### src/rtl/pld_pkg.sv
package pld_pkg;

  // Outcome of a comparison period, produced in the strobe cycle only.
  typedef enum logic [1:0] {
    VERDICT_NONE = 2'd0,
    VERDICT_GOOD = 2'd1,
    VERDICT_BAD  = 2'd2
  } verdict_e;

  // Correction pulse lines watched by the detector.
  localparam int unsigned PULSE_CH = 2;
  localparam int unsigned CH_UP    = 0;
  localparam int unsigned CH_DN    = 1;

endpackage

### src/rtl/pld_reset_sync.sv
module pld_reset_sync #(
  parameter int unsigned STAGES = 2
) (
  input  logic clk_i,
  input  logic rst_ni,
  output logic rst_no
);

  logic [STAGES-1:0] sync_q;
  logic [STAGES-1:0] sync_d;

  always_comb begin
    sync_d = {sync_q[STAGES-2:0], 1'b1};
  end

  always_ff @(posedge clk_i or negedge rst_ni) begin
    if (!rst_ni) begin
      sync_q <= '0;
    end else begin
      sync_q <= sync_d;
    end
  end

  assign rst_no = sync_q[STAGES-1];

endmodule

### src/rtl/pld_pulse_qualifier.sv
module pld_pulse_qualifier
  import pld_pkg::*;
#(
  parameter int unsigned NUM_CH = PULSE_CH
) (
  input  logic              clk_i,
  input  logic              rst_ni,
  input  logic [NUM_CH-1:0] pulse_i,
  input  logic              strobe_i,
  output logic              long_now_o,
  output verdict_e          verdict_o
);

  logic [NUM_CH-1:0] seen_q;
  logic [NUM_CH-1:0] long_vec;
  logic              bad_seen_q;
  logic              bad_seen_d;

  // One previous-edge sample per line; a line is too long when high twice in a row.
  for (genvar c = 0; c < NUM_CH; c++) begin : g_ch
    always_ff @(posedge clk_i or negedge rst_ni) begin
      if (!rst_ni) begin
        seen_q[c] <= 1'b0;
      end else begin
        seen_q[c] <= pulse_i[c];
      end
    end
    assign long_vec[c] = pulse_i[c] & seen_q[c];
  end

  assign long_now_o = |long_vec;

  always_comb begin
    verdict_o  = VERDICT_NONE;
    bad_seen_d = bad_seen_q | long_now_o;
    if (strobe_i) begin
      verdict_o  = (bad_seen_q | long_now_o) ? VERDICT_BAD : VERDICT_GOOD;
      bad_seen_d = 1'b0;
    end
  end

  always_ff @(posedge clk_i or negedge rst_ni) begin
    if (!rst_ni) begin
      bad_seen_q <= 1'b0;
    end else begin
      bad_seen_q <= bad_seen_d;
    end
  end

  // a line high on two consecutive edges must raise the fault
  assert_two_edges_long_R2: assert property (@(posedge clk_i) disable iff (!rst_ni)
    (pulse_i[0] && $past(pulse_i[0])) |-> long_now_o);

  // the fault memory starts each new period empty
  assert_sticky_cleared_R5: assert property (@(posedge clk_i) disable iff (!rst_ni)
    strobe_i |=> !bad_seen_q);

  // a fault earlier in the period makes its verdict bad
  assert_fault_remembered_R5: assert property (@(posedge clk_i) disable iff (!rst_ni)
    (long_now_o && !strobe_i) |=> (strobe_i |-> verdict_o == VERDICT_BAD));

endmodule

### src/rtl/pld_good_counter.sv
module pld_good_counter
  import pld_pkg::*;
#(
  parameter int unsigned TARGET = 15
) (
  input  logic     clk_i,
  input  logic     rst_ni,
  input  verdict_e verdict_i,
  input  logic     long_now_i,
  output logic     reached_o
);

  localparam int unsigned     CNT_W   = $clog2(TARGET + 1);
  localparam logic [CNT_W-1:0] CNT_MAX = CNT_W'(TARGET);

  logic [CNT_W-1:0] cnt_q;
  logic [CNT_W-1:0] cnt_d;
  logic             cnt_en;
  logic             clr;

  always_comb begin
    clr    = long_now_i | (verdict_i == VERDICT_BAD);
    cnt_en = clr | (verdict_i == VERDICT_GOOD);
    cnt_d  = cnt_q;
    if (clr) begin
      cnt_d = '0;
    end else if (cnt_q != CNT_MAX) begin
      cnt_d = cnt_q + 1'b1;
    end
    reached_o = !long_now_i && (verdict_i == VERDICT_GOOD) && (cnt_q >= CNT_MAX - 1'b1);
  end

  always_ff @(posedge clk_i or negedge rst_ni) begin
    if (!rst_ni) begin
      cnt_q <= '0;
    end else if (cnt_en) begin
      cnt_q <= cnt_d;
    end
  end

  // a full count never wraps while periods stay good
  assert_no_wrap_R6: assert property (@(posedge clk_i) disable iff (!rst_ni)
    (cnt_q == CNT_MAX && !clr) |=> cnt_q == CNT_MAX);

  // a too-long pulse restarts the run
  assert_restart_on_long_R4: assert property (@(posedge clk_i) disable iff (!rst_ni)
    long_now_i |=> cnt_q == '0);

endmodule

### src/rtl/pld_lock_detector.sv
module pld_lock_detector
  import pld_pkg::*;
#(
  parameter int unsigned GOOD_PERIODS = 15,
  parameter int unsigned SYNC_STAGES  = 2
) (
  input  logic clk_i,
  input  logic rst_ni,
  input  logic up_i,
  input  logic dn_i,
  input  logic cmp_strobe_i,
  output logic lock_o
);

  logic                rst_n;
  logic [PULSE_CH-1:0] pulses;
  logic                long_now;
  verdict_e            verdict;
  logic                reached;
  logic                lock_q;
  logic                lock_d;
  logic                lock_en;

  pld_reset_sync #(.STAGES(SYNC_STAGES)) u_rst_sync (
    .clk_i  (clk_i),
    .rst_ni (rst_ni),
    .rst_no (rst_n)
  );

  always_comb begin
    pulses        = '0;
    pulses[CH_UP] = up_i;
    pulses[CH_DN] = dn_i;
  end

  pld_pulse_qualifier #(.NUM_CH(PULSE_CH)) u_qual (
    .clk_i      (clk_i),
    .rst_ni     (rst_n),
    .pulse_i    (pulses),
    .strobe_i   (cmp_strobe_i),
    .long_now_o (long_now),
    .verdict_o  (verdict)
  );

  pld_good_counter #(.TARGET(GOOD_PERIODS)) u_cnt (
    .clk_i      (clk_i),
    .rst_ni     (rst_n),
    .verdict_i  (verdict),
    .long_now_i (long_now),
    .reached_o  (reached)
  );

  // The flag changes only at a strobe or on a fault; a fault or bad verdict forces 0.
  always_comb begin
    lock_en = long_now | (verdict != VERDICT_NONE);
    lock_d  = reached;
  end

  always_ff @(posedge clk_i or negedge rst_n) begin
    if (!rst_n) begin
      lock_q <= 1'b0;
    end else if (lock_en) begin
      lock_q <= lock_d;
    end
  end

  assign lock_o = lock_q;

  // a detected fault drops the flag on that edge
  assert_clear_on_long_R4: assert property (@(posedge clk_i) disable iff (!rst_n)
    long_now |=> !lock_o);

  // the flag rises only after a good strobe
  assert_rise_at_good_strobe_R3: assert property (@(posedge clk_i) disable iff (!rst_n)
    $rose(lock_o) |-> $past(verdict == VERDICT_GOOD));

  // without a strobe or fault the flag holds
  assert_flag_holds_R6: assert property (@(posedge clk_i) disable iff (!rst_n)
    (!cmp_strobe_i && !long_now) |=> $stable(lock_o));

endmodule

### config.mk
export PLATFORM = sky130hd
export DESIGN_NAME = pld_lock_detector
export DESIGN_NICKNAME = d
export VERILOG_FILES = /design/src/rtl/pld_pkg.sv /design/src/rtl/pld_reset_sync.sv /design/src/rtl/pld_pulse_qualifier.sv /design/src/rtl/pld_good_counter.sv /design/src/rtl/pld_lock_detector.sv
export SDC_FILE = /design/constraint.sdc
export NUM_CORES = 1
export LEC_CHECK = 0
export BUFFER_PORTS_ARGS = -buffer_cell sky130_fd_sc_hd__buf_4
export CAP_MARGIN = 20
export CORE_AREA = 3 3 40 42
export DETAILED_ROUTE_END_ITERATION = 7
export DIE_AREA = 0 0 43 45
export GPL_TIMING_DRIVEN = 0
export PLACE_DENSITY = 0.6
export SLEW_MARGIN = 20
export SYNTH_ARGS = -nofsm -noshare
export SYNTH_HDL_FRONTEND = slang
export SYNTH_HIERARCHICAL = 1
export SYNTH_SLANG_ARGS = --single-unit
### constraint.sdc
create_clock -name clk_i -period 0.8 [get_ports clk_i]
set_input_delay 0.04 -clock clk_i [delete_from_list [all_inputs] [get_ports clk_i]]
set_output_delay 0.04 -clock clk_i [all_outputs]
set_load 0.02 [all_outputs]
Word-level counts from Yosys, hierarchy flattened
Cells that the tools add are included.
{"block": "classes", "addsub": 1, "magnitude_cmp": 1, "n_eq_ne": 3, "n_mux": 5, "n_bitwise": 6, "n_reduce_logical": 7}
{"operator": "$mux W4", "count": 2}
{"operator": "$add A4 B1 Y4 const B", "count": 1}
{"operator": "$ge A4 B4 Y1 const B", "count": 1}
{"operator": "$mux W2", "count": 2}
{"operator": "$ne A4 B4 Y1 const B", "count": 1}
{"operator": "$or A1 B1 Y1", "count": 4}
{"operator": "$reduce_bool A2 Y1", "count": 2}
{"operator": "$and A1 B1 Y1", "count": 2}
{"operator": "$eq A2 B1 Y1 const B", "count": 1}
{"operator": "$eq A2 B2 Y1 const B", "count": 1}
{"operator": "$logic_and A1 B1 Y1", "count": 2}
{"operator": "$reduce_and A2 Y1", "count": 1}
{"operator": "$reduce_or A2 Y1", "count": 1}
{"operator": "$logic_not A1 Y1", "count": 1}
{"operator": "$mux W1", "count": 1}
{"block": "totals", "register_bits": 10, "input_bits": 5, "out_inout_bits": 1, "elab_cells": 29}

Logic depth before layout (Yosys ltp)
{"block": "logic_depth", "depth_word": 9, "depth_mapped": 6, "depth_no_buf": 5}

Hierarchy
Netlist, hierarchy kept.
{"mod": "pld_good_counter", "n_inst": 1, "cells_each": 34, "area_each_um2": 297.8, "seq_area_each_um2": 100.1}
{"mod": "pld_pulse_qualifier", "n_inst": 1, "cells_each": 8, "area_each_um2": 116.4, "seq_area_each_um2": 75.1}
{"mod": "pld_reset_sync", "n_inst": 1, "cells_each": 3, "area_each_um2": 53.8, "seq_area_each_um2": 50.0}
{"mod": "pld_lock_detector", "n_inst": 1, "cells_each": 3, "area_each_um2": 46.3, "seq_area_each_um2": 25.0}

Least setup slack after synthesis
Ideal clock, no wire load.
{"block": "synth_path", "path_kind": "register to register", "start": "register u_qual.seen_q[1]", "end": "register u_cnt.cnt_q[1]", "setup_ns": 0.077, "arrival_ns": 1.573, "t_required_ns": 0.723, "setup_slack_ns": -0.850, "path_stages_with_launch": 6, "n_path_buf": 1, "period_less_slack_ns": 1.650, "cell_sequence": "dfrtp_1 -> a221oi_2 -> nor2b_1 -> clkbuf_1 -> or4b_1 -> a21oi_1"}
{"block": "synth_via", "elab_chain_cells": 9, "word_cells_on_any_way": 12, "classes_between": "eq/ne: 2; mux: 3; bitwise: 4; reduce/logical: 3"}
{"element": "start, declared", "line": "pld_pulse_qualifier.sv:14", "source": "logic [NUM_CH-1:0] seen_q;"}
{"element": "start signal, assigned by index", "line": "pld_pulse_qualifier.sv:25", "source": "seen_q[c] <= pulse_i[c];"}
{"element": "$and A1 B1 Y1 *", "line": "pld_pulse_qualifier.sv:28", "source": "assign long_vec[c] = pulse_i[c] & seen_q[c];"}
{"element": "$reduce_or A2 Y1 *", "line": "pld_pulse_qualifier.sv:31", "source": "assign long_now_o = |long_vec;"}
{"element": "$or A1 B1 Y1 *", "line": "pld_pulse_qualifier.sv:37", "source": "verdict_o = (bad_seen_q | long_now_o) ? VERDICT_BAD : VERDICT_GOOD;"}
{"element": "$mux W2 *", "line": "pld_pulse_qualifier.sv:37"}
{"element": "$mux W2 *", "line": "pld_pulse_qualifier.sv:36", "source": "if (strobe_i) begin"}
{"element": "via verdict[1]", "line": "pld_lock_detector.sv:18", "source": "verdict_e verdict;"}
{"element": "$eq A2 B2 Y1", "line": "pld_good_counter.sv:22", "source": "clr = long_now_i | (verdict_i == VERDICT_BAD);"}
{"element": "$or A1 B1 Y1", "line": "pld_good_counter.sv:22"}
{"element": "$reduce_bool A2 Y1 (no source line) or $or A1 B1 Y1 (tied branches)"}
{"element": "$reduce_and A2 Y1 (no source line)"}
{"element": "end signal, assigned", "line": "pld_good_counter.sv:37", "source": "cnt_q <= cnt_d;"}
{"element": "end, declared", "line": "pld_good_counter.sv:16", "source": "logic [CNT_W-1:0] cnt_q;"}
Mark *: on every way through the listed nets, which the timed path passes. The rest lies on a longest branch.
A chain may end at the register's enable or synchronous reset.

Worst setup path in the final report
{"block": "layout_path", "start": "register u_qual.seen_q[1]", "end": "register u_cnt.cnt_q[2]"}
The elaborated chain is that of the path after synthesis.

==> results.sh <==
export IMPL_outcome="finished with violations"
export IMPL_violations="negative setup slack"
export IMPL_fmax_mhz=563.2
export IMPL_netlist_area_leader_share_pct=48.66
export IMPL_synth_async_reset_ratio_pct=100.0
export IMPL_cts_tree="yes"
export IMPL_drive_gt1_share_pct=52.86
export IMPL_ys_seq_elements=10
export IMPL_n_antenna_cell=0
export IMPL_leakagePower_nw=0.3455
export IMPL_critPathLaunchType="register"
export IMPL_htreeDepth=1
export IMPL_rows=13
export IMPL_yosysMostFrequentCell="dfrtp_1"
export IMPL_synthAdderAreaFrac_pct=4.866
export IMPL_syn_inst=48
export IMPL_clock_latency_ps=260
export IMPL_worst_setup_path_end_kind="register"
export IMPL_synth_top_family_by_area="simple AND/OR/NAND/NOR gates"
export IMPL_dp_hpwl_um=649
export IMPL_rsz0062_at_grt="true"
export IMPL_yosys_area_top_type="dfrtp_1"
export IMPL_synthTopCellsByCount="10 x dfrtp_1, 3 x a21oi_1, 3 x nor2_1"
export IMPL_grt_antenna_before_repair=0
export IMPL_p_switching_uw=286.1
export IMPL_ys_types=30
export IMPL_total_power_mw=1.127
export IMPL_required_ps=910
export IMPL_syn_num_nets=55
export IMPL_port_buffers=5
export IMPL_synth_edf_count=0
export IMPL_synth_area_leaders="dfrtp_1 49%, ha_1 4.9%, a21oi_1 2.9%, a211oi_1 2.9%, a221oi_2 2.9%"
export IMPL_die_y_um=45
export IMPL_drv_slew=0
export IMPL_p_int_uw=840.9
export IMPL_synthesis_area_um2=514.2
export IMPL_avgViaCountPerCell=5.282
export IMPL_overflow=0
export IMPL_io_pin_count=6
export IMPL_synth_xor_xnor_area_share_pct=0
export IMPL_clockPowerShare_pct=29.8
export IMPL_register_area_um2=250.2
export IMPL_powerDensity_mw_per_mm2=1361
export IMPL_synthSimpleGateAreaFrac_pct=20.68
export IMPL_area_delta_synth_final_pct=61.07
export IMPL_gp_congestion=0.6923
export IMPL_root_buffer="clkbuf_4"
export IMPL_pwr_share_seq_pct=48.9
export IMPL_finalCriticalPeriod_ps=1775
export IMPL_drc=0
export IMPL_nFillCells=92
export IMPL_die_area_mm2=0.001935
export IMPL_cts_clk_slew_worst_paths_ps=70
export IMPL_ir_worst_vdd_mv=0.9726
export IMPL_report_final_hold_viol_count=0
export IMPL_numCtsBuffers=3
export IMPL_die_width_um=43
export IMPL_stdcell_count=85
export IMPL_setup_viol_count_final=7
export IMPL_syn_area_per_cell_um2=10.71
export IMPL_placed_cells=68
export IMPL_core_region_area_mm2=0.001285
export IMPL_grt_pass1_vias=464
export IMPL_grt_pass1_wl_um=2001
export IMPL_skew_ps=6.987
export IMPL_fin_ws_ps=-975.4
export IMPL_crit_type="register to register"
export IMPL_hold_class="input pin to async pin"
export IMPL_synth_compound_area_share_pct=19.71
export IMPL_synth_seq_area_share_pct=48.66
export IMPL_muxShareOfSynthArea_pct=2.190
export IMPL_multi_input_area_um2=344.1
export IMPL_crit_fanout=6
export IMPL_initial_utilization_pct=40.02
export IMPL_wl_per_cell_um=14.99
export IMPL_switching_share_pct=25.39
export IMPL_clockBufferDepth=2
export IMPL_ant_nets=0
export IMPL_yosys_warnings=6
export IMPL_wl_um=1274
export IMPL_combPwrFrac_pct=21.3
export IMPL_final_nets=79
export IMPL_first_pass_iters=4
export IMPL_grt_max_degree=9
export IMPL_tritoncts_num_sinks=10
export IMPL_num_vias=449
export IMPL_fin_crit_sh_pct=221.9
export IMPL_synth_main_ff_cell="dfrtp_1"
export IMPL_drv_cap=0
export IMPL_cp_arrival_ps=1880
export IMPL_r2r_slack_ps=-980
export IMPL_drt_iter0_drc=7
export IMPL_grt_total_usage_pct=14.29
## layout by cell type, fill, tap and decap left out, types with 2 or more instances in the layout
master	instances
clkbuf_4	3
dlygate4sd3_1	4
dfrtp_1	10
inv_1	2
a21oi_1	2
buf_6	3
and2_0	2
nor2_1	2
buf_4	13
## per-layer routing
metal / up-vias / track usage (%) / part of all wire, %
li1: 222 / - / -
met1: 216 / 15.87 / 42
met2: 9 / 25.45 / 54
met3: 2 / 2.390 / 2.4
met4: 0 / 9.036 / 1.3
met5: - / 0 / 0
## worst max-delay path, cell delays in order, from the launching register on
cell and delay (ps):
dfrtp_1 410, a221oi_4 330, and2_4 200, buf_6 110
nand2_2 100, a2111oi_1 460
## kinds of logic (layout without fill, tap and decap cells)
kind of cell / after synthesis / after routing
muxes: 1 / 1
buffers and inverters: 4 / 26
adders and majority gates: 2 / 2
and+or+nand+nor: 17 / 17
other: 1 / 1
DFF: 10 / 10
AOI/OAI and AO/OA: 13 / 13
## cell type report
cell class                      instances  area share [%]
Multi-Input combinational cell         34           41.54
Sequential cell                        10           30.21
Timing Repair Buffer                   19           19.34
Buffer                                  2           3.021
Clock buffer                            3           2.719
Tap cell                               15           2.266
Inverter                                2          0.9063
## power groups by stage
stage	Clock [mW]	Sequential (mW)	Combinational (mW)
after floorplan	0	0.550	0.0823
after global placement	0	0.555	0.117
after detailed placement	0	0.556	0.119
after CTS	0.346	0.546	0.205
after global routing	0.380	0.554	0.258
final	0.336	0.551	0.240
## timing repair
item,in CTS,in global routing
gates resized for setup,14,8
endpoints found under the hold margin,5,1
setup endpoints to repair,7,7
setup buffers,8,3
hold buffers,3,1
pin swaps,6,4
## path summary, 6_finish.rpt
kind                                   endpoint            startpoint  depth (start not counted)
setup reg to reg                 u_cnt/cnt_q[2]      u_qual/seen_q[1]                          5
setup / recovery                 u_cnt/cnt_q[2]      u_qual/seen_q[1]                          5
max in group asynchronous        u_cnt/cnt_q[0]  u_rst_sync/sync_q[1]                          0
min in group clk_i            u_qual/bad_seen_q                  dn_i                          4
hold / removal             u_rst_sync/sync_q[0]                rst_ni                          2
hold reg to reg               u_qual/bad_seen_q  u_rst_sync/sync_q[1]                          0
## registers in the layout, summed over array words and instances (netlist names)
register / flops
lock_o: 1
u_cnt/cnt_q: 4
u_rst_sync/sync_q: 2
u_qual/seen_q: 2
u_qual/bad_seen_q: 1
## through the flow
step                area (um2)  setup slack, ps  setup TNS [ps]  utilization [%]  hold WS [ps]
finish                   828.3           -975.4           -4586            64.46         88.75
CTS                      762.0           -895.3           -4364            59.30        -98.39
floorplan                524.3           -821.5           -3586                -        -255.6
detailed placement       580.6           -934.3           -4353            45.18        -177.3
global placement         580.6           -933.1           -4364            45.18        -177.2
global route             828.3            -1103           -4987            64.46         83.03
Power figures use the tool's default switching activity.
